==> src/rtl/irq_router_pkg.sv <==
package irq_router_pkg;
  localparam int unsigned FIELD_W     = 4;
  localparam int unsigned LINE_SEL_W  = 3;
  localparam int unsigned CTRL_WORDS  = 4;
  localparam int unsigned CLR_WORD    = 4;
  localparam int unsigned STAT_WORD   = 5;
  localparam int unsigned NUM_LINES_D = 7;
  localparam int unsigned RSVD_LINE_D = 5;

  typedef struct packed {
    logic                  en;
    logic [LINE_SEL_W-1:0] sel;
  } route_fld_t;
endpackage

==> src/rtl/irq_rst_sync.sv <==
module irq_rst_sync #(
  parameter int unsigned STAGES = 2
) (
  input  logic clk,
  input  logic rst_n,
  output logic rst_sync_n
);
  logic [STAGES-1:0] sync_q;
  logic [STAGES-1:0] sync_d;

  always_comb begin
    sync_d = {sync_q[STAGES-2:0], 1'b1};
  end

  always_ff @(posedge clk or negedge rst_n) begin
    if (!rst_n) sync_q <= '0;
    else        sync_q <= sync_d;
  end

  assign rst_sync_n = sync_q[STAGES-1];
endmodule

==> src/rtl/irq_cfg_regs.sv <==
module irq_cfg_regs
  import irq_router_pkg::*;
#(
  parameter int unsigned DATA_W = 32,
  parameter int unsigned ADDR_W = 3
) (
  input  logic                         clk,
  input  logic                         rst_n,
  input  logic                         wr_en,
  input  logic [ADDR_W-1:0]            addr,
  input  logic [DATA_W-1:0]            wdata,
  output logic [CTRL_WORDS*DATA_W-1:0] ctrl_flat,
  output logic                         clr_valid,
  output logic [DATA_W-1:0]            clr_mask
);
  logic [DATA_W-1:0] ctrl_q  [CTRL_WORDS];
  logic [DATA_W-1:0] ctrl_d  [CTRL_WORDS];
  logic              ctrl_we [CTRL_WORDS];

  genvar gi;
  generate
    for (gi = 0; gi < CTRL_WORDS; gi++) begin : g_word
      localparam logic [ADDR_W-1:0] WIDX = ADDR_W'(gi);

      always_comb begin
        ctrl_we[gi] = wr_en && (addr == WIDX);
        ctrl_d[gi]  = ctrl_we[gi] ? wdata : ctrl_q[gi];
      end

      always_ff @(posedge clk or negedge rst_n) begin
        if (!rst_n)           ctrl_q[gi] <= '0;
        else if (ctrl_we[gi]) ctrl_q[gi] <= ctrl_d[gi];
      end

      assign ctrl_flat[gi*DATA_W +: DATA_W] = ctrl_q[gi];
    end
  endgenerate

  localparam logic [ADDR_W-1:0] CLR_IDX = ADDR_W'(CLR_WORD);

  always_comb begin
    clr_valid = wr_en && (addr == CLR_IDX);
    clr_mask  = clr_valid ? wdata : '0;
  end
endmodule

==> src/rtl/irq_pending.sv <==
module irq_pending #(
  parameter int unsigned NUM_SRC = 32
) (
  input  logic               clk,
  input  logic               rst_n,
  input  logic [NUM_SRC-1:0] req,
  input  logic               clr_valid,
  input  logic [NUM_SRC-1:0] clr_mask,
  output logic [NUM_SRC-1:0] pend
);
  logic [NUM_SRC-1:0] pend_q;
  logic [NUM_SRC-1:0] pend_d;
  logic [NUM_SRC-1:0] kill;

  always_comb begin
    kill   = clr_valid ? clr_mask : '0;
    // new requests are merged after the clear so a live request survives
    pend_d = (pend_q & ~kill) | req;
  end

  always_ff @(posedge clk or negedge rst_n) begin
    if (!rst_n) pend_q <= '0;
    else        pend_q <= pend_d;
  end

  assign pend = pend_q;
endmodule

==> src/rtl/irq_route_mux.sv <==
module irq_route_mux
  import irq_router_pkg::*;
#(
  parameter int unsigned NUM_SRC   = 32,
  parameter int unsigned NUM_LINES = NUM_LINES_D,
  parameter int unsigned RSVD_LINE = RSVD_LINE_D
) (
  input  logic [NUM_SRC-1:0]         pend,
  input  logic [NUM_SRC*FIELD_W-1:0] fields,
  output logic [NUM_LINES-1:0]       lines
);
  route_fld_t         fld [NUM_SRC];
  logic [NUM_SRC-1:0] live;

  genvar gs, gk;
  generate
    for (gs = 0; gs < NUM_SRC; gs++) begin : g_src
      assign fld[gs]  = route_fld_t'(fields[gs*FIELD_W +: FIELD_W]);
      assign live[gs] = pend[gs] & fld[gs].en;
    end

    for (gk = 0; gk < NUM_LINES; gk++) begin : g_line
      if (gk == RSVD_LINE) begin : g_rsvd
        assign lines[gk] = 1'b0;
      end else begin : g_used
        localparam logic [LINE_SEL_W-1:0] KSEL = LINE_SEL_W'(gk);
        logic [NUM_SRC-1:0] hit;
        for (gs = 0; gs < NUM_SRC; gs++) begin : g_hit
          assign hit[gs] = live[gs] & (fld[gs].sel == KSEL);
        end
        assign lines[gk] = |hit;
      end
    end
  endgenerate
endmodule

==> src/rtl/irq_router_ctrl.sv <==
module irq_router_ctrl
  import irq_router_pkg::*;
#(
  parameter int unsigned NUM_SRC   = 32,
  parameter int unsigned DATA_W    = 32,
  parameter int unsigned ADDR_W    = 3,
  parameter int unsigned NUM_LINES = NUM_LINES_D
) (
  input  logic                 clk,
  input  logic                 rst_n,
  input  logic                 bus_wr,
  input  logic [ADDR_W-1:0]    bus_addr,
  input  logic [DATA_W-1:0]    bus_wdata,
  output logic [DATA_W-1:0]    bus_rdata,
  input  logic [NUM_SRC-1:0]   irq_req_i,
  output logic [NUM_LINES-1:0] irq_line_o
);
  localparam int unsigned CTRL_BITS = CTRL_WORDS * DATA_W;

  logic                 rst_sync_n;
  logic [CTRL_BITS-1:0] ctrl_flat;
  logic                 clr_valid;
  logic [DATA_W-1:0]    clr_mask;
  logic [NUM_SRC-1:0]   pend_q;

  irq_rst_sync #(.STAGES(2)) u_rst (
    .clk        (clk),
    .rst_n      (rst_n),
    .rst_sync_n (rst_sync_n)
  );

  irq_cfg_regs #(.DATA_W(DATA_W), .ADDR_W(ADDR_W)) u_cfg (
    .clk       (clk),
    .rst_n     (rst_sync_n),
    .wr_en     (bus_wr),
    .addr      (bus_addr),
    .wdata     (bus_wdata),
    .ctrl_flat (ctrl_flat),
    .clr_valid (clr_valid),
    .clr_mask  (clr_mask)
  );

  irq_pending #(.NUM_SRC(NUM_SRC)) u_pend (
    .clk       (clk),
    .rst_n     (rst_sync_n),
    .req       (irq_req_i),
    .clr_valid (clr_valid),
    .clr_mask  (clr_mask[NUM_SRC-1:0]),
    .pend      (pend_q)
  );

  irq_route_mux #(.NUM_SRC(NUM_SRC), .NUM_LINES(NUM_LINES)) u_mux (
    .pend   (pend_q),
    .fields (ctrl_flat[NUM_SRC*FIELD_W-1:0]),
    .lines  (irq_line_o)
  );

  always_comb begin
    bus_rdata = '0;
    if (bus_addr < ADDR_W'(CTRL_WORDS)) begin
      bus_rdata = ctrl_flat[bus_addr*DATA_W +: DATA_W];
    end else if (bus_addr == ADDR_W'(STAT_WORD)) begin
      bus_rdata = DATA_W'(pend_q);
    end
  end
endmodule

==> config.mk <==
export PLATFORM = sky130hd
export DESIGN_NAME = irq_router_ctrl
export DESIGN_NICKNAME = d
export VERILOG_FILES = /design/src/rtl/irq_router_pkg.sv /design/src/rtl/irq_rst_sync.sv /design/src/rtl/irq_cfg_regs.sv /design/src/rtl/irq_pending.sv /design/src/rtl/irq_route_mux.sv /design/src/rtl/irq_router_ctrl.sv
export SDC_FILE = /design/constraint.sdc
export NUM_CORES = 1
export LEC_CHECK = 0
export CORE_ASPECT_RATIO = 0.8
export CORE_MARGIN = 8
export CORE_UTILIZATION = 30
export CTS_CLUSTER_DIAMETER = 120
export DETAILED_ROUTE_END_ITERATION = 12
export DONT_BUFFER_PORTS = 1
export GPL_TIMING_DRIVEN = 0
export PLACE_DENSITY = 0.55
export SETUP_SLACK_MARGIN = 0.5
export SYNTH_ARGS = -nofsm -noshare
export SYNTH_HDL_FRONTEND = slang
export SYNTH_SLANG_ARGS = --single-unit
==> constraint.sdc <==
create_clock -name clk -period 13.2 [get_ports clk]
set_clock_uncertainty 0.15 [all_clocks]
set_input_delay 0.66 -clock clk [delete_from_list [all_inputs] [get_ports clk]]
set_output_delay 0.66 -clock clk [all_outputs]
set_load 0.1 [all_outputs]
# Word level (Yosys, flattened, before mapping)
# Cells that the tools add are included.
[word_totals] latchBits=0 romBits=0 output_inout_bits=39 memories=0 register_bits=162 mem_bits_rw=0 inputBits=70
[classes] n_mul=0 div=0 addsub=0 n_reduce_logical=44 n_mux=3 shift=1 n_bitwise=227 n_eq_ne=165 order_cmp=1
[ops] cell="$and A1 B1 Y1" n=224
[ops] cell="$eq A3 B2 Y1 const B" n=66
[ops] cell="$eq A3 B3 Y1 const B" n=66
[ops] cell="$reduce_or A32 Y1" n=6
[ops] cell="$shiftx A128 B9 Y32" n=1
[ops] cell="$eq A3 B1 Y1 const B" n=33
[ops] cell="$logic_not A3 Y1" n=33
[ops] cell="$mux W32" n=3
[ops] cell="$and A32 B32 Y32" n=1
[ops] cell="$not A32 Y32" n=1
[ops] cell="$or A32 B32 Y32" n=1
[ops] cell="$logic_and A1 B1 Y1" n=5
[ops] cell="$lt A3 B3 Y1 const B" n=1

# Depth between registers and ports, before layout
# Gate-level depths: netlist of the first run.
[logic_depth] depth_word=6 mapped_depth=7

# By module
# From an unflattened synthesis of the first run, not the netlist that was laid out.
[unflattened] cells_unflattened=889 hier_area_um2=9800.6
[modules_own_cells] mod="irq_cfg_regs" cells_each=310 instances=1 area_per_inst_um2=5047.3
[modules_own_cells] mod="irq_route_mux" cells_each=330 instances=1 area_per_inst_um2=2159.6
[modules_own_cells] mod="irq_router_ctrl" cells_each=147 instances=1 area_per_inst_um2=1345.0
[modules_own_cells] mod="irq_pending" cells_each=99 instances=1 area_per_inst_um2=1194.9
[modules_own_cells] mod="irq_rst_sync" cells_each=3 instances=1 area_per_inst_um2=53.8

# Least setup slack after synthesis of the first run
# Ideal clock, no wire load.
[synth_path] path_type="input to output" start="in bus_addr[1]" end="out bus_rdata[11]" t_arrival_ns=3.638 path_buffers=2 required_ns=12.390 stages=5 slack_ns=8.752 path_cell_list="clkbuf_1 -> clkbuf_1 -> mux4_2 -> inv_1 -> o21ai_0"
[synth_between] elab_chain_cells=3 word_cells_on_any_way=5 cone_classes="order compare: 1; eq/ne: 1; shift: 1; mux: 2"
[synth_lines] element="from (decl)" line_no="irq_router_ctrl.sv:12" source="input logic [ADDR_W-1:0] bus_addr,"
[synth_lines] element="parallel branches: the longest is 2 deep, another holds $shiftx A128 B9 Y32"
[synth_lines] element="$mux W32 (*)" line_no="irq_router_ctrl.sv:60" source="if (bus_addr < ADDR_W'(CTRL_WORDS)) begin"
[synth_lines] element="to (decl)" line_no="irq_router_ctrl.sv:14" source="output logic [DATA_W-1:0] bus_rdata,"
# Mark *: on every way between the ends.

# Final worst setup path of the first run
[layout_path] start="reg u_cfg.ctrl_q (netlist bit u_cfg.ctrl_flat[11])" end="out irq_line_o[0]"
[layout_between] elab_chain_cells=3
[layout_lines] element="from (decl)" line_no="irq_cfg_regs.sv:16" source="logic [DATA_W-1:0] ctrl_q [CTRL_WORDS];"
[layout_lines] element="from (signal, indexed assignment)" line_no="irq_cfg_regs.sv:32" source="else if (ctrl_we[gi]) ctrl_q[gi] <= ctrl_d[gi];"
[layout_lines] element="$and A1 B1 Y1" line_no="irq_route_mux.sv:19" source="assign live[gs] = pend[gs] & fld[gs].en;"
[layout_lines] element="$and A1 B1 Y1" line_no="irq_route_mux.sv:29" source="assign hit[gs] = live[gs] & (fld[gs].sel == KSEL);"
[layout_lines] element="$reduce_or A32 Y1" line_no="irq_route_mux.sv:31" source="assign lines[gk] = |hit;"
[layout_lines] element="to (decl)" line_no="irq_router_ctrl.sv:16" source="output logic [NUM_LINES-1:0] irq_line_o"
# No other way between the ends.

==> results.cfg, run 1 <==
[timing]
final_period_minus_worst_setup_slack_ns = 4.18
min_period_over_period = 0.317
maxClockFrequency_ghz = 0.239
slew_limit_fails = 0
fin_setup_tns_ns = 0
worst_pin_slew_ns = 1.16
postLayoutSetupSlackWorst_ns = 9.02
timing.final.setup_violations = 0
rsz_0062_raised_after_global_routing = no
hold_viol_final = 0
slew-limit-headroom = 0.228

[die]
die_area_um2 = 36600
core.rowCount = 57
die_width_um = 212
die_y_um = 173
io_pins = 109
effective_utilization_at_floorplan = 0.304
floorplan.core_area_um2 = 30300

[finish]
flow.area_growth_from_synthesis_pct = 14.6
postLayoutCellArea_um2 = 10500
finalNetCount = 976
antenna_cells_inserted = 0
sequential_cell_area_um2 = 4060
utilization = 0.348
multiInputGateArea_um2 = 4880
layout-drive-gt1-share = 0.237
layout.filler_cells = 3111

[setup_path]
arrival_time_worst_endpoint_ns = 3.37
start_kind = register
endpoint_kind = output port
path_buf_inv = 0
critPathTopFamily = simple AND/OR/NAND/NOR gates
timing.critical_path.fanout_max = 5
r2r_start = u_cfg.ctrl_flat[57]
slowest_stage = a2111oi_0
timing_worst_setup_path_type = register to output port
worst_path_largest_cell_delay_ns = 0.97
cells_along_the_critical_path = nand2_1, nor4_1, a2111oi_0, nand4_1, or3_1
critPathLaunch = u_cfg.ctrl_flat[11]
crit_required_ns = 12.39

[power_and_ir_drop]
p_leak_nw = 4.00
p_int_mw = 1.12
power_density_nw_per_um2 = 183
power.share.sequential = 0.391
swShare = 0.418
combPwrFrac = 0.329
power.net_switching_mw = 0.805
vdd_drop_max_mv = 0.0848
fraction_of_power_consumed_by_the_clock_network = 0.280

[outcome]
run_status = completed

[synth]
yosysTopAreaCellShare = 0.440
number_of_warnings_reported_in_the_yosys_synthesis_log = 0
synthDistinctLibCells = 50
ys_top_cells_by_area = dfrtp_1 44%, mux2_2 13%, mux4_2 7.6%
syn_inst = 883
synth-edff-count = 0
post_synthesis_sequential_area_ratio = 0.440
synth.ff_latch_count = 162
synthesis.area_um2 = 9210
post_synth.cell_area_avg_um2 = 10.4
ys_async_sr_fraction = 1.00
post-synth-top-area-cell = dfrtp_1
synth_ff_type = dfrtp_1
synthesized_nets = 953

[grt]
grt.overflow.total = 0
grt_pass1_wl_um = 55700
via_count_of_the_first_global_routing_pass = 7548
grt.total_usage = 0.213
grt_max_degree = 68
number_of_antenna_violations_at_the_first_check_in_global_routing = 1

[clock_network]
cts.sinks = 162
root_buffer = clkbuf_16
worstSkewPairLatency_ns = 0.45
cts-buffers-inserted = 17
cts.repair.resized = 0
cts_tree = done
cts-htree-levels = 4
cts_max_path_buffers = 2
post_cts.repair.setup_buffers = 0
clkSlewWorstSetupHoldPaths_ns = 0.06
cts_hold_buffers = 1

[hold_path]
min_path_type = primary input to register
worstHoldStart = irq_req_i[3]

[drt]
vias = 7864
postRouteAntennaNets = 0
remaining_drc_errors = 0
drt-initial-drc-count = 889
drt-vias-per-instance = 5.91
postRouteWirelength_um = 38700
drt-wirelength-per-cell_um = 29.1
drtPass1Iterations = 5

[placed_design]
pre_cts_ws_ns = 9.26
detailedPlacementHpwl_um = 31000
gpl.final_weighted_congestion = 0.982
placed_cell_area_um2 = 9900
port_buffers = 0

[job]
cap_violations = 0
cell families (layout without fill, tap and decap cells):
logic type,after synthesis,count (layout),share of synthesized area
buffers and inverters,100,135,0.0431
AO/OA/AOI/OAI,150,150,0.111
other,2,2,0.000816
flip-flops,162,162,0.440
multiplexers,138,138,0.208
AND/OR/NAND/NOR,331,331,0.197
cells in the final DEF (no fill, tap or decap), types with 4 or more instances in the layout:
| cell type | synthesis | layout |
|---|---|---|
| o21ai_0 | 54 | 22 |
| mux2_2 | 104 | 104 |
| nor2b_1 | 4 | 4 |
| nor3_1 | 27 | 27 |
| a31oi_1 | 8 | 8 |
| clkinv_2 | 0 | 4 |
| a2111oi_0 | 13 | 12 |
| nor3b_1 | 13 | 13 |
| o22ai_1 | 6 | 6 |
| nor4b_1 | 21 | 21 |
| nand4_1 | 13 | 13 |
| bufinv_16 | 0 | 5 |
| clkbuf_1 | 19 | 21 |
| nor2_1 | 24 | 24 |
| buf_2 | 14 | 14 |
| clkbuf_16 | 0 | 17 |
| dfrtp_1 | 162 | 161 |
| or4_1 | 6 | 6 |
| a211oi_1 | 5 | 5 |
| or3_1 | 4 | 4 |
| and4b_1 | 5 | 5 |
| o21ai_2 | 0 | 32 |
| nand3_1 | 11 | 11 |
| a21o_1 | 32 | 32 |
| mux4_2 | 31 | 31 |
| nand4b_1 | 13 | 13 |
| inv_1 | 65 | 65 |
| nor4_1 | 50 | 50 |
| a32oi_1 | 7 | 7 |
| a21oi_1 | 5 | 5 |
| nor4bb_1 | 7 | 7 |
| nand2_1 | 126 | 126 |
per-layer routing:
layer	vias up	global-route usage	wire length, um	share of wire
met2	368	0.294	16200	0.42
met5	-	0	9	0.00023
met3	43	0.0634	3660	0.094
li1	3411	-	-	-
met4	2	0.0616	840	0.022
met1	4040	0.314	18000	0.47
power groups by stage:
stage | clock, mW | sequential (mW) | combinational [mW]
5_1_grt | 0.572 | 0.767 | 0.664
3_3_place_gp | 0 | 0.757 | 0.600
3_5_place_dp | 0 | 0.753 | 0.624
2_1_floorplan | 0 | 0.687 | 0.487
6_report | 0.539 | 0.754 | 0.632
4_1_cts | 0.552 | 0.745 | 0.627
worst paths after layout:
path                       slack (ns)                  end  cells past startpoint
setup / recovery                 9.02        irq_line_o[0]                      5
hold / removal                   0.15       u_pend.pend[3]                      1
setup reg to reg                11.99  u_cfg.ctrl_flat[57]                      2
hold reg to reg                  0.16      u_pend.pend[31]                      0
max in group asynchronous       12.01  u_cfg.ctrl_flat[82]                      1
min in group asynchronous        0.16      u_pend.pend[31]                      0
state kept, by name, summed over array words and instances, names as in the netlist:
register and cells:
u_cfg.ctrl_flat 128, u_pend.pend 32, u_rst.sync_q 2
layout make-up:
type	instances	area share
Multi-Input combinational cell	621	0.462
Sequential cell	162	0.385
Tap cell	413	0.0490
Clock buffer	20	0.0423
Inverter	65	0.0231
Clock inverter	11	0.0176
Buffer	35	0.0145
Timing Repair Buffer	4	0.00664
Yosys cell counts (all sizes together), types with 4 or more instances:
master     n
nor3      28
a32oi      7
nor2      24
nand2    126
or3        4
a211oi     5
mux2     106
nand4     13
dfrtp    162
clkbuf    19
nor4b     21
nor2b      4
a31oi      8
o22ai      6
nor4      50
buf       16
a21oi      5
nand4b    13
and4b      5
a21o      32
a2111oi   13
or4        7
mux4      32
nand3     11
o21ai     54
nor3b     13
inv       65
nor4bb     7
stage by stage:
step / total power [mW] / instances / hold WS, ns
6_report: 1.93 / 1331 / 0.148
5_1_grt: 2.00 / 1331 / 0.120
4_1_cts: 1.92 / 1330 / 0.117
3_5_place_dp: 1.38 / 1298 / 0.172
3_3_place_gp: 1.36 / 1296 / 0.185
2_1_floorplan: 1.17 / 883 / 0.181
Note: power is estimated with default switching activity, not from simulation.
==> run 2, diff against run 1 <==
--- a/config.mk
+++ b/config.mk
@@ -5,6 +5,7 @@
 export SDC_FILE = /design/constraint.sdc
 export NUM_CORES = 1
 export LEC_CHECK = 0
+export ABC_AREA = 1
 export CORE_ASPECT_RATIO = 0.8
 export CORE_MARGIN = 8
 export CORE_UTILIZATION = 30
==> constraint.sdc (replaced) <==
create_clock -name clk -period 4.15 [get_ports clk]
set_clock_uncertainty 0.15 [all_clocks]
set_input_delay 0.2075 -clock clk [delete_from_list [all_inputs] [get_ports clk]]
set_output_delay 0.2075 -clock clk [all_outputs]
set_load 0.1 [all_outputs]
==> run 2 against run 1 <==
  * Area after synthesis grew 6.5%
  * Die area grew 6.0%
  * Clock power grew to 3.1 times the previous value
  * Non-clock buffer count up 114
  * Sequential power grew to 2.9 times the previous value
  * Synthesized cell count grew 76%
  * Worst hold slack lost 0.13 ns
  * Cell area increased by 14%
  * Cell count increased by 59%
  * Setup slack got worse by 8.1 ns
  * Wire length grew 5.6%
  * Combinational power grew to 3.0 times the previous value
  * Critical path type is now primary input to output port
  * Largest power group unchanged
==> results.cfg, run 2 <==
[die]
io_pins = 109
floorplan.core_area_um2 = 32300
die_y_um = 178
core.rowCount = 59
die_width_um = 218
die_area_um2 = 38800
effective_utilization_at_floorplan = 0.303

[clock_network]
cts.sinks = 162
post_cts.repair.setup_buffers = 0
cts-buffers-inserted = 17
cts.repair.resized = 0
cts-htree-levels = 4
cts_hold_buffers = 100
clkSlewWorstSetupHoldPaths_ns = 0.08
root_buffer = clkbuf_16
worstSkewPairLatency_ns = 0.44
cts_tree = done
cts_max_path_buffers = 2

[grt]
grt_max_degree = 56
global_route.peak_usage_layer = met2
number_of_antenna_violations_at_the_first_check_in_global_routing = 0
grt.overflow.total = 0
grt.total_usage = 0.213
use_met3 = 0.0547
grt_pass1_wl_um = 61800
via_count_of_the_first_global_routing_pass = 9931
groute.layer.met2.usage = 0.312
met1_track_demand_over_resource = 0.304

[drt]
remaining_drc_errors = 0
drt-initial-drc-count = 1083
drtPass1Iterations = 5
drt-wirelength-per-cell_um = 19.3
postRouteWirelength_um = 40900
postRouteAntennaNets = 0
drt-vias-per-instance = 4.91
vias = 10400

[finish]
layout.cells.most_common = nand2_1
flow.area_growth_from_synthesis_pct = 22.5
fin_cells = 2115
antenna_cells_inserted = 0
utilization = 0.371
most-common-layout-cells = 667 x nand2_1, 196 x nor2_1, 193 x inv_1
layout-drive-gt1-share = 0.0421
flip_flop_count_of_the_largest_register_after_layout = 128
finalNetCount = 1745

[placed_design]
port_buffers = 0
pre_cts_ws_ns = 1.62
numPlacedInstances = 1983
gpl.final_weighted_congestion = 0.954
detailedPlacementHpwl_um = 31500

[hold_path]
min_path_type = primary input to register

[timing]
fin_setup_tns_ns = 0
postLayoutSetupSlackWorst_ns = 0.957
worst_pin_slew_ns = 1.02
slew-limit-headroom = 0.316
hold_viol_final = 0
timing.final.setup_violations = 0
slew_limit_fails = 0
final_period_minus_worst_setup_slack_ns = 3.19
min_period_over_period = 0.769
rsz_0062_raised_after_global_routing = no
maxClockFrequency_ghz = 0.313

[setup_path]
endpoint_kind = output port
r2r_slack_ns = 2.56
start_kind = primary input
timing.critical_path.fanout_max = 10
timing_worst_setup_path_type = primary input to output port
crit_required_ns = 3.79
arrival_time_worst_endpoint_ns = 2.84

[power_and_ir_drop]
power_density_nw_per_um2 = 481
swShare = 0.446
vdd_drop_max_mv = 0.317
power.share.sequential = 0.379
fraction_of_power_consumed_by_the_clock_network = 0.289
power.net_switching_mw = 2.58
power_mw = 5.78
combPwrFrac = 0.332
p_int_mw = 3.20
p_leak_nw = 6.29

[synth]
post_synthesis_sequential_area_ratio = 0.413
synth_top_cells_by_count = 667 x nand2_1, 196 x nor2_1, 193 x inv_1, 162 x dfrtp_1, 104 x o21ai_0
synthesis.area_um2 = 9800
synthDistinctLibCells = 19
synth-edff-count = 0
synthesized_nets = 1624
post_synth.cell_area_avg_um2 = 6.31
number_of_warnings_reported_in_the_yosys_synthesis_log = 0
synth.ff_latch_count = 162
ys_async_sr_fraction = 1.00
ys_top_cells_by_area = dfrtp_1 41%, nand2_1 26%, nor2_1 7.5%
syn_inst = 1554
yosys.cell_count.top_type = nand2_1
synth_ff_type = dfrtp_1
post-synth-top-area-cell = dfrtp_1
yosysTopAreaCellShare = 0.413

[outcome]
run_status = completed

[job]
cap_violations = 0
[run 2: cell types whose count changed in the layout (fill, tap and decap cells not counted), moves of 82 or more]
cell | previous run | this run
dlygate4sd3_1 | 1 | 100
inv_1 | 65 | 193
mux2_2 | 104 | 0
nand2_1 | 126 | 667
nor2_1 | 24 | 196
o21ai_0 | 22 | 104
[run 2: kinds of logic (layout without fill, tap and decap cells)]
group	count (synthesis)	count (layout)	synth area share
buf+inv	246	380	0.100
compound gates	179	179	0.0986
flops	162	162	0.413
simple gates	965	965	0.387
other cells	2	2	0.000766
[run 2: per-layer routing]
layer	routed length [um]	share of wire
met5	0	0
met4	822	0.020
met3	3630	0.089
met2	17200	0.42
met1	19200	0.47
[run 2: cell type report]
cell class              count  area, um^2
flip-flops and latches    162        4060
clock buffers              18         439
multi-input cells        1146        4770
inverters                 195         732
clock inverters            14         169
fillers                  3525       20300
repair buffers            102        1060
well taps                 427         534
plain buffers              51         253
[run 2: per-stage QoR]
stage / cell area [um^2] / hold slack, ns
after global placement: 10300 / -0.238
after global routing: 12000 / 0.0447
after detailed placement: 10400 / -0.238
final: 12000 / 0.0152
after CTS: 12000 / 0.00159
after floorplan: 9810 / -0.238
[run 2: path summary, 6_finish.rpt]
path | start | endpoint | cells after the start
setup / recovery | bus_addr[1] | bus_rdata[28] | 7
hold / removal | bus_addr[1] | u_cfg.ctrl_flat[35] | 4
setup reg to reg | u_rst.sync_q[1] | u_cfg.ctrl_flat[43] | 2
hold reg to reg | u_rst.sync_q[0] | u_rst.sync_q[1] | 0
max in group asynchronous | u_rst.sync_q[1] | u_cfg.ctrl_flat[43] | 2
min in group asynchronous | u_rst.sync_q[1] | u_cfg.ctrl_flat[65] | 0
[run 2: worst max-delay path: stages]
cell	delay [ns]
dlygate4sd3_1	0.61
nor2_4	0.22
clkbuf_1	0.67
nand2_1	0.15
o2111ai_1	0.20
nand2_1	0.09
nand2_1	0.68
[run 2: power groups by stage]
stage	registers (mW)	clock network [mW]	logic (mW)
2_1_floorplan	2.09	0	1.45
6_report	2.19	1.67	1.92
4_1_cts	2.18	1.69	1.91
3_5_place_dp	2.21	0	1.84
3_3_place_gp	2.22	0	1.80
5_1_grt	2.23	1.76	2.11
==> run 3, diff against run 2 <==
==> constraint.sdc (replaced) <==
create_clock -name clk -period 3.1 [get_ports clk]
set_clock_uncertainty 0.15 [all_clocks]
set_input_delay 0.155 -clock clk [delete_from_list [all_inputs] [get_ports clk]]
set_output_delay 0.155 -clock clk [all_outputs]
set_load 0.1 [all_outputs]
==> run 3 against run 2 <==
  * Cell count unchanged
  * Setup slack lost 0.37 ns
  * Combinational power up 37%
  * Die area did not move
  * Clock-buffer cell count increased by 2
  * Clock power grew 31%
  * Non-clock buffer count unchanged
  * Sequential cell count unchanged
  * Worst hold slack worse by 0.0045 ns
  * Critical endpoint is now irq_line_o[3]
  * Largest cell class unchanged
==> results.cfg, run 3 (synthesis results as in run 2) <==
[setup_path]
worst_path_most_repeated_cell = nand2_1
timing_worst_setup_path_type = register to output port
r2r_slack_ns = 1.41
cells_along_the_critical_path = nand2_1, nor2_1, nand2_1, nand2_1, nor2_1, nand2_1, nor2_1, nand2_4
timing.critical_path.fanout_max = 4
timing.reg2reg.worst_path_depth = 2
critPathTopFamily = simple AND/OR/NAND/NOR gates
crit_required_ns = 2.79
path_buf_inv = 0
start_kind = register
critPathLaunch = u_pend.pend[8]
endpoint_kind = output port
arrival_time_worst_endpoint_ns = 2.20
worstSetupEndpoint = irq_line_o[3]
critical_path_cell_count = 8
r2r_start = u_rst.sync_q[1]
crit-reg2reg-capture = u_cfg.ctrl_flat[74]
slowest_stage = dfrtp_1
worst_path_largest_cell_delay_ns = 0.46

[timing]
slew_limit_fails = 0
final_period_minus_worst_setup_slack_ns = 2.51
hold-worst-slack_ns = 0.0107
worst_pin_slew_ns = 1.04
rsz_0062_raised_after_global_routing = no
min_period_over_period = 0.809
slew-limit-headroom = 0.307
hold_viol_final = 0
maxClockFrequency_ghz = 0.399
timing.final.setup_violations = 0
fin_setup_tns_ns = 0

[grt]
via_count_of_the_first_global_routing_pass = 9857
number_of_antenna_violations_at_the_first_check_in_global_routing = 0
grt_pass1_wl_um = 61700
grt_max_degree = 65
groute.layer.met2.usage = 0.310
global_route.peak_usage_layer = met1
met1_track_demand_over_resource = 0.314
use_met3 = 0.0366
grt.overflow.total = 0
grt.total_usage = 0.213

[placed_design]
port_buffers = 0
placed_cell_area_um2 = 10400
gpl.final_weighted_congestion = 0.950
detailedPlacementHpwl_um = 31400

[drt]
drt-vias-per-instance = 4.93
postRouteAntennaNets = 0
vias = 10400
postRouteWirelength_um = 41300
remaining_drc_errors = 0
drt-wirelength-per-cell_um = 19.5
drtPass1Iterations = 5
drt-initial-drc-count = 913

[clock_network]
root_buffer = clkbuf_16
cts_max_path_buffers = 2
cts_tree = done
clkSlewWorstSetupHoldPaths_ns = 0.07
cts.sinks = 162
cts-htree-levels = 4
worstSkewPairLatency_ns = 0.44
cts-buffers-inserted = 17

[power_and_ir_drop]
power_mw = 7.75
power_density_nw_per_um2 = 646
vdd_drop_max_mv = 0.396
p_leak_nw = 6.28

[job]
cap_violations = 0

[finish]
antenna_cells_inserted = 0
finalNetCount = 1745
layout-drive-gt1-share = 0.0450
postLayoutCellArea_um2 = 12000
most-common-layout-cells = 661 x nand2_1, 196 x nor2_1, 193 x inv_1
flow.area_growth_from_synthesis_pct = 22.4
layout.cells.most_common = nand2_1
flip_flop_count_of_the_largest_register_after_layout = 128

[die]
die_y_um = 178
io_pins = 109
core.rowCount = 59
effective_utilization_at_floorplan = 0.303
floorplan.core_area_um2 = 32300
die_area_um2 = 38800
die_width_um = 218

[outcome]
run_status = completed

[hold_path]
worstHoldStart = bus_addr[0]
min_path_type = primary input to register
-- run 3: changes by cell type in the layout (fill, tap and decap cells not counted), moves of 2 or more --
cell,previous run,this run
nand2_2,4,6
nand2_1,667,661
clkinvlp_4,1,6
clkinv_4,5,0
nand2_4,0,4
-- run 3: layout make-up --
type | count | area (um^2)
Clock inverter | 12 | 121
Inverter | 195 | 732
Tap cell | 427 | 534
Multi-Input combinational cell | 1146 | 4800
Clock buffer | 20 | 457
Timing Repair Buffer | 102 | 1050
Fill cell | 3468 | 20300
Sequential cell | 162 | 4060
Buffer | 51 | 253
-- run 3: power by group --
part	internal, mW	switching [mW]
Clock	1.17	1.02
Combinational	0.633	1.99
Sequential	2.44	0.500
-- run 3: per-stage QoR --
stage           util  setup WS, ns  instances
5_1_grt        0.371         0.537       2115
3_3_place_gp   0.320         0.567       1981
4_1_cts        0.371         0.536       2115
3_5_place_dp   0.321         0.663       1983
2_1_floorplan      -          1.27       1554
6_report       0.371         0.591       2115
-- run 3: tightest hold or removal path: stages --
cell and delay, ns:
nor2_4 0.04, nand2_2 0.22, nand2_1 0.08, o21ai_1 0.07
-- run 3: worst min path at each step --
stage / endpoint / cells past startpoint
2_1_floorplan: u_rst.sync_q[0] / 0
3_3_place_gp: u_rst.sync_q[0] / 0
3_5_place_dp: u_rst.sync_q[0] / 0
4_1_cts: u_cfg.ctrl_flat[66] / 4
5_1_grt: u_cfg.ctrl_flat[64] / 4
6_report: u_cfg.ctrl_flat[66] / 4
-- run 3: per-layer routing --
layer	routed length, um	part of all wire	up-vias
met4	1090	0.026	0
met5	0	0	-
met3	3030	0.073	47
li1	-	-	5019
met1	20000	0.48	4948
met2	17200	0.42	405
-- run 3: timing repair --
item	CTS	global route
pin swaps	0	0
endpoints found under the setup margin	6	4
gates resized for setup	6	4
gates cloned	0	0
setup buffers	0	0
endpoints found under the hold margin	162	0
hold buffers	100	0
